<file path="src/rtl/cdiv_pkg.sv">
package cdiv_pkg;
  localparam int SRC_N   = 4;
  localparam int SEL_W   = $clog2(SRC_N);
  localparam int PRE_W   = 5;
  localparam int POST_W  = 2;
  localparam int WORD_W  = 32;
  localparam int SEL_LSB  = 16;
  localparam int PRE_LSB  = 8;
  localparam int POST_LSB = 4;
  localparam int PRE_SRC  = 3;

  // Strobes and limits handed from control to datapath
  typedef struct packed {
    logic              reload;
    logic [SEL_W-1:0]  sel;
    logic              preOn;
    logic [PRE_W-1:0]  preLim;
    logic [POST_W-1:0] postLim;
  } divCtrlT;
endpackage

</file>
<file path="src/rtl/cdiv_ctrl.sv">
module cdiv_ctrl
  import cdiv_pkg::*;
(
  input  logic              clk,
  input  logic              rstN,
  input  logic              cfgWe,
  input  logic [WORD_W-1:0] cfgWrData,
  input  logic [WORD_W-1:0] cfgWrMask,
  output logic [WORD_W-1:0] cfgRdData,
  output divCtrlT           ctrl
);
  localparam logic [WORD_W-1:0] SEL_MASK  = WORD_W'(((1 << SEL_W) - 1) << SEL_LSB);
  localparam logic [WORD_W-1:0] PRE_MASK  = WORD_W'(((1 << PRE_W) - 1) << PRE_LSB);
  localparam logic [WORD_W-1:0] POST_MASK = WORD_W'(((1 << POST_W) - 1) << POST_LSB);
  localparam logic [WORD_W-1:0] FIELD_MASK = SEL_MASK | PRE_MASK | POST_MASK;

  logic [WORD_W-1:0] cfgWord;
  logic [WORD_W-1:0] nextWord;

  always_comb nextWord = (cfgWord & ~cfgWrMask) | (cfgWrData & cfgWrMask);

  always_ff @(posedge clk) begin
    if (!rstN)      cfgWord <= '0;
    else if (cfgWe) cfgWord <= nextWord;
  end

  assign cfgRdData = cfgWord;

  always_comb begin
    ctrl.reload  = cfgWe && ((cfgWrMask & FIELD_MASK) != '0);
    ctrl.sel     = cfgWord[SEL_LSB +: SEL_W];
    ctrl.preOn   = (cfgWord[SEL_LSB +: SEL_W] == SEL_W'(PRE_SRC));
    ctrl.preLim  = cfgWord[PRE_LSB +: PRE_W];
    ctrl.postLim = cfgWord[POST_LSB +: POST_W];
  end

  // with no write the readback word holds
  a_r7_hold_no_write: assert property (@(posedge clk) disable iff (!rstN)
    !cfgWe |=> $stable(cfgRdData));
  // writes confined to unused bits never restart the chain
  a_r8_unused_no_reload: assert property (@(posedge clk) disable iff (!rstN)
    (cfgWe && ((cfgWrMask & FIELD_MASK) == '0)) |-> !ctrl.reload);
endmodule

</file>
<file path="src/rtl/cdiv_datapath.sv">
module cdiv_datapath
  import cdiv_pkg::*;
(
  input  logic             clk,
  input  logic             rstN,
  input  logic [SRC_N-1:0] srcTick,
  input  divCtrlT          ctrl,
  output logic             tickOut
);
  logic [SRC_N-1:0]  srcHit;
  logic              selTick;
  logic [PRE_W-1:0]  preCnt;
  logic [POST_W-1:0] postCnt;
  logic              preDone;
  logic              postDone;

  for (genvar i = 0; i < SRC_N; i++) begin : g_pick
    assign srcHit[i] = srcTick[i] && (ctrl.sel == SEL_W'(i));
  end

  assign selTick = |srcHit;

  always_comb begin
    preDone  = selTick && (!ctrl.preOn || (preCnt == ctrl.preLim));
    postDone = preDone && (postCnt == ctrl.postLim);
    tickOut  = postDone && !ctrl.reload;
  end

  always_ff @(posedge clk) begin
    if (!rstN || ctrl.reload) begin
      preCnt  <= '0;
      postCnt <= '0;
    end else begin
      if (selTick && ctrl.preOn)
        preCnt <= preDone ? '0 : preCnt + 1'b1;
      if (preDone)
        postCnt <= postDone ? '0 : postCnt + 1'b1;
    end
  end

  // an output strobe always coincides with a selected source strobe
  a_r10_tick_on_source: assert property (@(posedge clk) disable iff (!rstN)
    tickOut |-> srcTick[ctrl.sel]);
  // no output in a restart cycle
  a_r9_quiet_on_reload: assert property (@(posedge clk) disable iff (!rstN)
    ctrl.reload |-> !tickOut);
  // counters never pass their limits
  a_r6_pre_bound: assert property (@(posedge clk) disable iff (!rstN)
    preCnt <= ctrl.preLim);
  a_r3_post_bound: assert property (@(posedge clk) disable iff (!rstN)
    postCnt <= ctrl.postLim);
  // pre counter idle while a direct source is chosen
  a_r5_pre_idle: assert property (@(posedge clk) disable iff (!rstN)
    !ctrl.preOn |-> preCnt == '0);
endmodule

</file>
<file path="src/rtl/cdiv_top.sv">
module cdiv_top
  import cdiv_pkg::*;
(
  input  logic              clk,
  input  logic              rstN,
  input  logic [SRC_N-1:0]  srcTick,
  input  logic              cfgWe,
  input  logic [WORD_W-1:0] cfgWrData,
  input  logic [WORD_W-1:0] cfgWrMask,
  output logic [WORD_W-1:0] cfgRdData,
  output logic              tickOut
);
  divCtrlT ctrl;

  cdiv_ctrl u_ctrl (
    .clk(clk), .rstN(rstN), .cfgWe(cfgWe), .cfgWrData(cfgWrData),
    .cfgWrMask(cfgWrMask), .cfgRdData(cfgRdData), .ctrl(ctrl)
  );

  cdiv_datapath u_dp (
    .clk(clk), .rstN(rstN), .srcTick(srcTick), .ctrl(ctrl), .tickOut(tickOut)
  );
endmodule

</file>
<file path="config.mk">
export PLATFORM = sky130hd
export DESIGN_NAME = cdiv_top
export DESIGN_NICKNAME = d
export VERILOG_FILES = /design/src/rtl/cdiv_pkg.sv /design/src/rtl/cdiv_ctrl.sv /design/src/rtl/cdiv_datapath.sv /design/src/rtl/cdiv_top.sv
export SDC_FILE = /design/constraint.sdc
export NUM_CORES = 1
export LEC_CHECK = 0
export BUFFER_PORTS_ARGS = -buffer_cell sky130_fd_sc_hd__buf_2
export CAP_MARGIN = 30
export CELL_PAD_IN_SITES_DETAIL_PLACEMENT = 0
export CELL_PAD_IN_SITES_GLOBAL_PLACEMENT = 1
export CORE_MARGIN = 2
export CORE_UTILIZATION = 30
export CTS_BUF_LIST = sky130_fd_sc_hd__clkbuf_16
export CTS_CLUSTER_SIZE = 8
export DETAILED_ROUTE_END_ITERATION = 16
export GPL_TIMING_DRIVEN = 0
export MAX_ROUTING_LAYER = met4
export PLACE_DENSITY = 0.76
export SLEW_MARGIN = 40
export SYNTH_ARGS = -nofsm -noshare
export SYNTH_HDL_FRONTEND = slang
export SYNTH_SLANG_ARGS = --single-unit
</file>
<file path="constraint.sdc">
create_clock -name clk -period 4.1 [get_ports clk]
set_input_delay 0.82 -clock clk [delete_from_list [all_inputs] [get_ports clk]]
set_output_delay 0.82 -clock clk [all_outputs]
set_load 0.01 [all_outputs]
</file>
Word-level counts from Yosys, hierarchy flattened
Index checks and enable logic that the tools add are counted.
W data, S select, Z words.
- input bits: 71
- logic and storage cells: 33
- register bits: 39
- output and inout port bits: 33
- $add $sub $neg: 2
- equal/unequal tests: 5
- bitwise logic cells: 4
- reductions and logical operators: 17
- multiplexer cells: 2
- operators with widths (operator ; number):
    $and A32 B32 Y32 ; 2
    $not A32 Y32 ; 1
    $or A32 B32 Y32 ; 1
    $reduce_bool A32 Y1 ; 1
    $logic_and A1 B1 Y1 ; 9
    $add A5 B1 Y5 const B ; 1
    $eq A5 B5 Y1 ; 1
    $mux W5 ; 1
    $eq A2 B2 Y1 const B ; 2
    $reduce_or A4 Y1 ; 1
    $logic_not A1 Y1 ; 3
    $add A2 B1 Y2 const B ; 1
    $eq A2 B1 Y1 const B ; 1
    $eq A2 B2 Y1 ; 1
    $logic_not A2 Y1 ; 1
    $logic_or A1 B1 Y1 ; 2
    $mux W2 ; 1

Longest topological paths before layout
Gate-level depths: netlist of the first run.
- depth in word-level cells: 6
- depth in mapped cells: 5
- mapped depth without buffers: 5

Hierarchy
From an unflattened synthesis of the first run, not the netlist that was laid out.
- cells, all modules: 211
- area, all modules: 1975.6 µm²
- modules (own cells, without submodules) (module ; area an instance (µm²) ; cells an instance ; instances ; seq. area each (µm²)):
    cdiv_ctrl ; 1497.7 ; 153 ; 1 ; 640.6
    cdiv_datapath ; 478.0 ; 58 ; 1 ; 140.1

Least setup slack after synthesis of the first run
Ideal clock, no wire load.
- kind: input-to-output
- from: input cfgWrMask[11]
- to: output tickOut
- required time: 3.280 ns
- data arrival time: 1.675 ns
- stages: 3
- path buffers: 0
- slack: 1.605 ns
- cells stage by stage: nor4_2 -> a31oi_1 -> nor4_1
- cells in the longest elaborated chain, start to end: 4
- RTL lines (what ; line ; source):
    start, declared ; cdiv_top.sv:9 ; input logic [WORD_W-1:0] cfgWrMask,
    $reduce_bool A32 Y1 ; cdiv_ctrl.sv:30 ; ctrl.reload = cfgWe && ((cfgWrMask & FIELD_MASK) != '0);
    $logic_and A1 B1 Y1 ; cdiv_ctrl.sv:30 ;
    $logic_not A1 Y1 ; cdiv_datapath.sv:26 ; tickOut = postDone && !ctrl.reload;
    $logic_and A1 B1 Y1 ; cdiv_datapath.sv:26 ;
    end, declared ; cdiv_top.sv:11 ; output logic tickOut
No other way between the ends.

Final worst setup path of the first run
Same ends and word-level chain as after synthesis.

==> impl_metrics.tcl, run 1 <==
set metrics [dict create \
    path_type_of_the_worst_setup_path "in2out" \
    fin_setup_tns_ns 0 \
    rr_worst_depth 4 \
    num_rows 28 \
    transition_at_the_pin_with_the_smallest_max_transition_slack_ns 0.5058 \
    maximum_number_of_pins_on_one_net_before_global_route_repair 12 \
    number_of_hold_buffers_added_after_cts 0 \
    cts.path.max_buffers 2 \
    clock_tree_from_tritoncts "yes" \
    vdd.ir_drop.worst_v 0.0001869 \
    worstSetupEndpoint "tickOut" \
    synth_compound_gate_area_share_pct 14.63 \
    route.detailed.drc 0 \
    height_of_the_die_um 82.46 \
    reg2reg_slack_ns 2.56 \
    synth.area.mux_share_pct 5.014 \
    fp.dieW_um 82.46 \
    routed_via_density 4.562 \
    timing.critical_path.from_type "primary input" \
    crit_path_cell_trace "buf_2 > nor4_2 > a31oi_1 > nor4_1 > buf_2" \
    power_density_over_the_cells_mw_per_mm2 343.2 \
    mostFrequentLayoutCell "buf_2" \
    cts.sink_count 39 \
    wl_per_cell_um 12.51 \
    cts_setup_buffers 0 \
    placement.setup.worst_slack_ns 1.299 \
    grt_first_pass_wirelength_um 8093 \
    globalRoute.totalOverflow 0 \
    route.final.wire_length_um 5078 \
    finalClockSkew_ns 0.003862 \
    timing.hold.worst.class "reg2reg" \
    place.port_buffers 103 \
    clk-insertion-delay-late_ns 0.28 \
    gp_routability_congestion 0.8104 \
    grt_antenna_before_repair 0 \
    fraction_of_final_layout_cells_sized_beyond_drive_strength_1_pct 35.35 \
    cp_dominant_cell_by_count "buf_2" \
    syn-instance-count 220 \
    finalWorstSetupSlack_ns 1.319 \
    r2r-end "u_dp.postCnt[1]$_SDFFE_PP0N_" \
    antenna_cells_inserted 0 \
    tritoncts.num_buffers 5 \
    vias 1852 \
    most-common-layout-cells "buf_2, nand2_1, dfxtp_1" \
    ioPinCount 104 \
    detailedRoute.firstPassIterationCount 4 \
    yosys_warnings 0 \
    synthDominantCellAreaShare_pct 42.28 \
    critical_path_arrival_ns 1.96 \
    finalCritPeriodShare_pct 67.83 \
    critPathRequiredTime_ns 3.28 \
    clkTransAtPathRegs_ns 0.05 \
    globalRouteTotalUtil_pct 16.31 \
    postSynthAreaPerCell_um2 8.394 \
    async_reset_ff_share_pct 0 \
    result_of_the_run "finished, final reports clean" \
    cts_repair_resize_count 0 \
    synth_top_area_cell "dfxtp_1" \
    timing.critical_path.fanout_max 2 \
    slew_viol_final 0 \
    flow.area_growth_from_synthesis_pct 40.38 \
    finalHoldViolations 0 \
    synth.lib_cells_used.distinct 30 \
    timing.slew.headroom_pct 66.28 \
    cp_slowest_stage_delay_ns 0.40 \
    final_hpwl_from_detailed_placement_um 3930 \
    worstSetupEndpointType "primary output" \
    route.antenna.remaining_nets 0 \
    synth.cell_area_mm2 0.001847 \
    yosys_most_used_dff "dfxtp_1" \
    fp.dieArea_mm2 0.006800 \
    leakage_nw 1.238 \
    fmaxAchievable_ghz 0.3596 \
    adder_cell_fraction_of_synth_area_pct 0.6775 \
    period_minus_slack_ns 2.781 \
    worstSetupStartpoint "cfgWrMask[11]" \
    flop_and_latch_count_out_of_synthesis 39 \
    design.final.nets 402 \
    synth_sequential_area_ratio_pct 42.28 \
    synth_fp_nets 292 \
    critical_path_s_slowest_cell "nor4_2" \
    floorplan.initialDensity_pct 31.19 \
    coreArea_mm2 0.005921 \
    grt_pass1_vias 1745 \
    simple_gate_share_of_the_synthesized_area_pct 29.74 \
    setup_violations 0 \
    initialDrtViolationCount 47 \
    post_synth_edffs 0 \
    synthTopCellsByArea "dfxtp_1, nand2_1, a21boi_0" \
    rsz0062_at_grt "false" \
    synth_area_in_xor_xnor_pct 5.217 \
    synth_top_family_by_area "simple AND/OR/NAND/NOR gates" \
    clock_tree.htree_level_count 2 \
    cap_violations 0 \
    cts_root_buffer "clkbuf_16" \
]
## synthesized netlist by cell type (all sizes together) (2+ instances only)
cell,n
a21boi,26
buf,3
clkbuf,7
dfxtp,39
mux2i,7
nand2,62
nand2b,2
nand3,27
nand4,2
nor2,9
nor2b,7
nor3,2
nor4,2
nor4b,2
xor2,10
## area by class of cell
cell class | count | area (um2)
fillers | 636 | 3328
multi-input cells | 170 | 1021
flip-flops and latches | 39 | 780.7
repair buffers | 103 | 515.5
clock buffers | 5 | 125.1
well taps | 75 | 93.84
plain buffers | 10 | 41.29
clock inverters | 3 | 11.26
inverters | 1 | 3.754
## power breakdown
group / internal [mW] / leakage [nW] / switching [mW]
combinational: 0.0614 / 0.850 / 0.0654
sequential: 0.394 / 0.318 / 0.00969
clock: 0.219 / 0.0701 / 0.141
total: 0.674 / 1.24 / 0.216
## worst min path at each step
stage	from	to	slack (ns)	cells after the start
floorplan	flop	flop	0.49	2
global placement	flop	flop	0.45	2
detailed placement	flop	flop	0.46	2
CTS	flop	flop	0.46	2
global route	flop	flop	0.47	2
finish	flop	flop	0.46	2
## per-layer routing
metal,part of all wire (%),track usage (%)
met4,1.1,5.500
met1,47,20.07
met2,46,26.77
met3,6.3,3.152
met5,0,-
## per-stage QoR
stage	hold WS [ns]	std cells	power (mW)	instance area [um2]	utilization (%)
global placement	0.4498	398	0.5394	2456	41.48
detailed placement	0.4565	398	0.5410	2456	41.48
finish	0.4609	406	0.8898	2592	43.79
global route	0.4732	406	0.9378	2592	43.79
CTS	0.4647	406	0.9054	2592	43.79
floorplan	0.4876	220	0.4718	1847	-
## logic make-up (layout without fill, tap and decap cells)
family,after synthesis,after routing
simple gates,118,118
flops,39,39
compound gates,32,32
fa+ha+maj,1,1
mux,8,8
buf+inv,11,122
xor+xnor,11,11
## worst max-delay path: cells and delay by family
kind	cells	cell delay, ns
and+or+nand+nor	2	0.67
AOI/OAI and AO/OA	1	0.19
buffers and inverters	2	0.29
(Power assumes the default switching activity.)
==> inputs of run 2 (changes only) <==
--- a/config.mk
+++ b/config.mk
@@ -10,13 +10,13 @@
 export CELL_PAD_IN_SITES_DETAIL_PLACEMENT = 0
 export CELL_PAD_IN_SITES_GLOBAL_PLACEMENT = 1
 export CORE_MARGIN = 2
-export CORE_UTILIZATION = 30
+export CORE_UTILIZATION = 27
 export CTS_BUF_LIST = sky130_fd_sc_hd__clkbuf_16
 export CTS_CLUSTER_SIZE = 8
 export DETAILED_ROUTE_END_ITERATION = 16
 export GPL_TIMING_DRIVEN = 0
 export MAX_ROUTING_LAYER = met4
-export PLACE_DENSITY = 0.76
+export PLACE_DENSITY = 0.73
 export SLEW_MARGIN = 40
 export SYNTH_ARGS = -nofsm -noshare
 export SYNTH_HDL_FRONTEND = slang
==> constraint.sdc (replaced) <==
create_clock -name clk -period 2.5 [get_ports clk]
set_input_delay 0.5 -clock clk [delete_from_list [all_inputs] [get_ports clk]]
set_output_delay 0.5 -clock clk [all_outputs]
set_load 0.01 [all_outputs]
==> impl_metrics.tcl, run 2 (same netlist as run 1, synthesis figures left out) <==
set metrics [dict create \
    crit_path_cell_trace "xor2_1 > nor3_4 > o211ai_4 > nor4_1 > buf_2" \
    slew_viol_final 0 \
    wl_per_cell_um 12.53 \
    fin_cells 409 \
    finalHoldViolations 0 \
    initialDrtViolationCount 40 \
    route.final.wire_length_um 5126 \
    cap_violations 0 \
    routed_via_density 4.577 \
    finalClockSkew_ns 0.002530 \
    globalRoute.totalOverflow 0 \
    cts_setup_buffers 0 \
    maximum_number_of_pins_on_one_net_before_global_route_repair 11 \
    path_type_of_the_worst_setup_path "reg2out" \
    ioPinCount 104 \
    timing.hold.worst.class "reg2reg" \
    fraction_of_final_layout_cells_sized_beyond_drive_strength_1_pct 35.56 \
    timing.critical_path.from_type "flop" \
    place_area_mm2 0.002462 \
    cts.sink_count 39 \
    globalRouteTotalUtil_pct 14.45 \
    fmaxAchievable_ghz 0.4469 \
    number_of_hold_buffers_added_after_cts 0 \
    place.port_buffers 103 \
    rsz0062_at_grt "false" \
    result_of_the_run "finished, final reports clean" \
    num_rows 30 \
    finalWorstSetupSlack_ns 0.2624 \
    height_of_the_die_um 86.71 \
    worstSetupEndpointType "primary output" \
    antenna_cells_inserted 0 \
    clock_tree_from_tritoncts "yes" \
    cp_slowest_stage_delay_ns 0.36 \
    final_hpwl_from_detailed_placement_um 3925 \
    timing.critical_path.fanout_max 5 \
    period_minus_slack_ns 2.238 \
    detailedRoute.firstPassIterationCount 4 \
    total_power_mw 1.455 \
    route.detailed.drc 0 \
    cts_root_buffer "clkbuf_16" \
    critical_path_arrival_ns 1.74 \
    critical_path_s_slowest_cell "dfxtp_1" \
    mostFrequentLayoutCell "buf_2" \
    grt_first_pass_wirelength_um 8190 \
    floorplan.initialDensity_pct 27.49 \
    route.antenna.remaining_nets 0 \
    fp.dieW_um 86.71 \
    power_density_over_the_cells_mw_per_mm2 561.7 \
    cts.path.max_buffers 2 \
    clock_tree.htree_level_count 2 \
    final_design_area_no_fill_mm2 0.002591 \
    placed_instance_count 403 \
    post-route-util_pct 38.57 \
    placement.setup.worst_slack_ns 0.3129 \
    grt_antenna_before_repair 0 \
    cts_repair_resize_count 0 \
    fillCellCount 717 \
    design.final.nets 402 \
    timing.slew.headroom_pct 65.35 \
    most-common-layout-cells "buf_2, nand2_1, dfxtp_1" \
    gp_routability_congestion 0.7255 \
    fin_setup_tns_ns 0 \
    clk-insertion-delay-late_ns 0.28 \
    flow.area_growth_from_synthesis_pct 40.31 \
    reg2reg_slack_ns 0.94 \
    tritoncts.num_buffers 5 \
    critPathRequiredTime_ns 2.00 \
    vias 1872 \
    transition_at_the_pin_with_the_smallest_max_transition_slack_ns 0.5198 \
    finalCritPeriodShare_pct 89.51 \
    grt_pass1_vias 1721 \
    setup_violations 0 \
    coreArea_mm2 0.006719 \
    finalHoldWorstSlack_ns 0.4603 \
    leakage_nw 1.235 \
    clkTransAtPathRegs_ns 0.05 \
    vdd.ir_drop.worst_v 0.0002120 \
    fp.dieArea_mm2 0.007518 \
]
run 2: layout make-up:
| cell class | count | area, um2 | area share, % |
|---|---|---|---|
| Timing Repair Buffer | 103 | 515.5 | 19.89 |
| Multi-Input combinational cell | 170 | 1021 | 39.40 |
| Buffer | 10 | 41.29 | 1.593 |
| Sequential cell | 39 | 780.7 | 30.13 |
| Inverter | 1 | 3.754 | 0.1449 |
| Clock buffer | 5 | 125.1 | 4.829 |
| Tap cell | 80 | 100.1 | 3.863 |
| Clock inverter | 1 | 3.754 | 0.1449 |
run 2: path summary, 6_finish.rpt:
kind / start / endpoint / cells after the start
worst max-delay path: u_dp.preCnt[0]$_SDFFE_PP0P_ / tickOut / 5
worst min-delay path: flop / flop / 2
worst max register to register: flop / u_dp.postCnt[1]$_SDFFE_PP0N_ / 4
worst min register to register: flop / flop / 2
run 2: power by group:
part | total [mW] | leakage, nW | switching, mW | internal [mW]
clock | 0.584 | 0.0669 | 0.230 | 0.354
combinational | 0.208 | 0.850 | 0.108 | 0.101
sequential | 0.663 | 0.318 | 0.0166 | 0.646
run 2: metal layers:
layer / wire (um) / GRT usage (%) / share of wire [%] / up-vias
li1: - / - / - / 966
met1: 2472 / 18.65 / 48 / 838
met2: 2275 / 21.61 / 44 / 62
met3: 281 / 3.810 / 5.5 / 6
met4: 97 / 5.540 / 1.9 / 0
met5: 0 / - / 0 / -
run 2: worst max-delay path: cells and delay by family, from the launching register on:
kind	cells	cell delay [ns]
AOI/OAI and AO/OA	1	0.12
xor gates and xnor gates	1	0.21
buffers and inverters	1	0.19
DFF	1	0.36
and+or+nand+nor	2	0.58
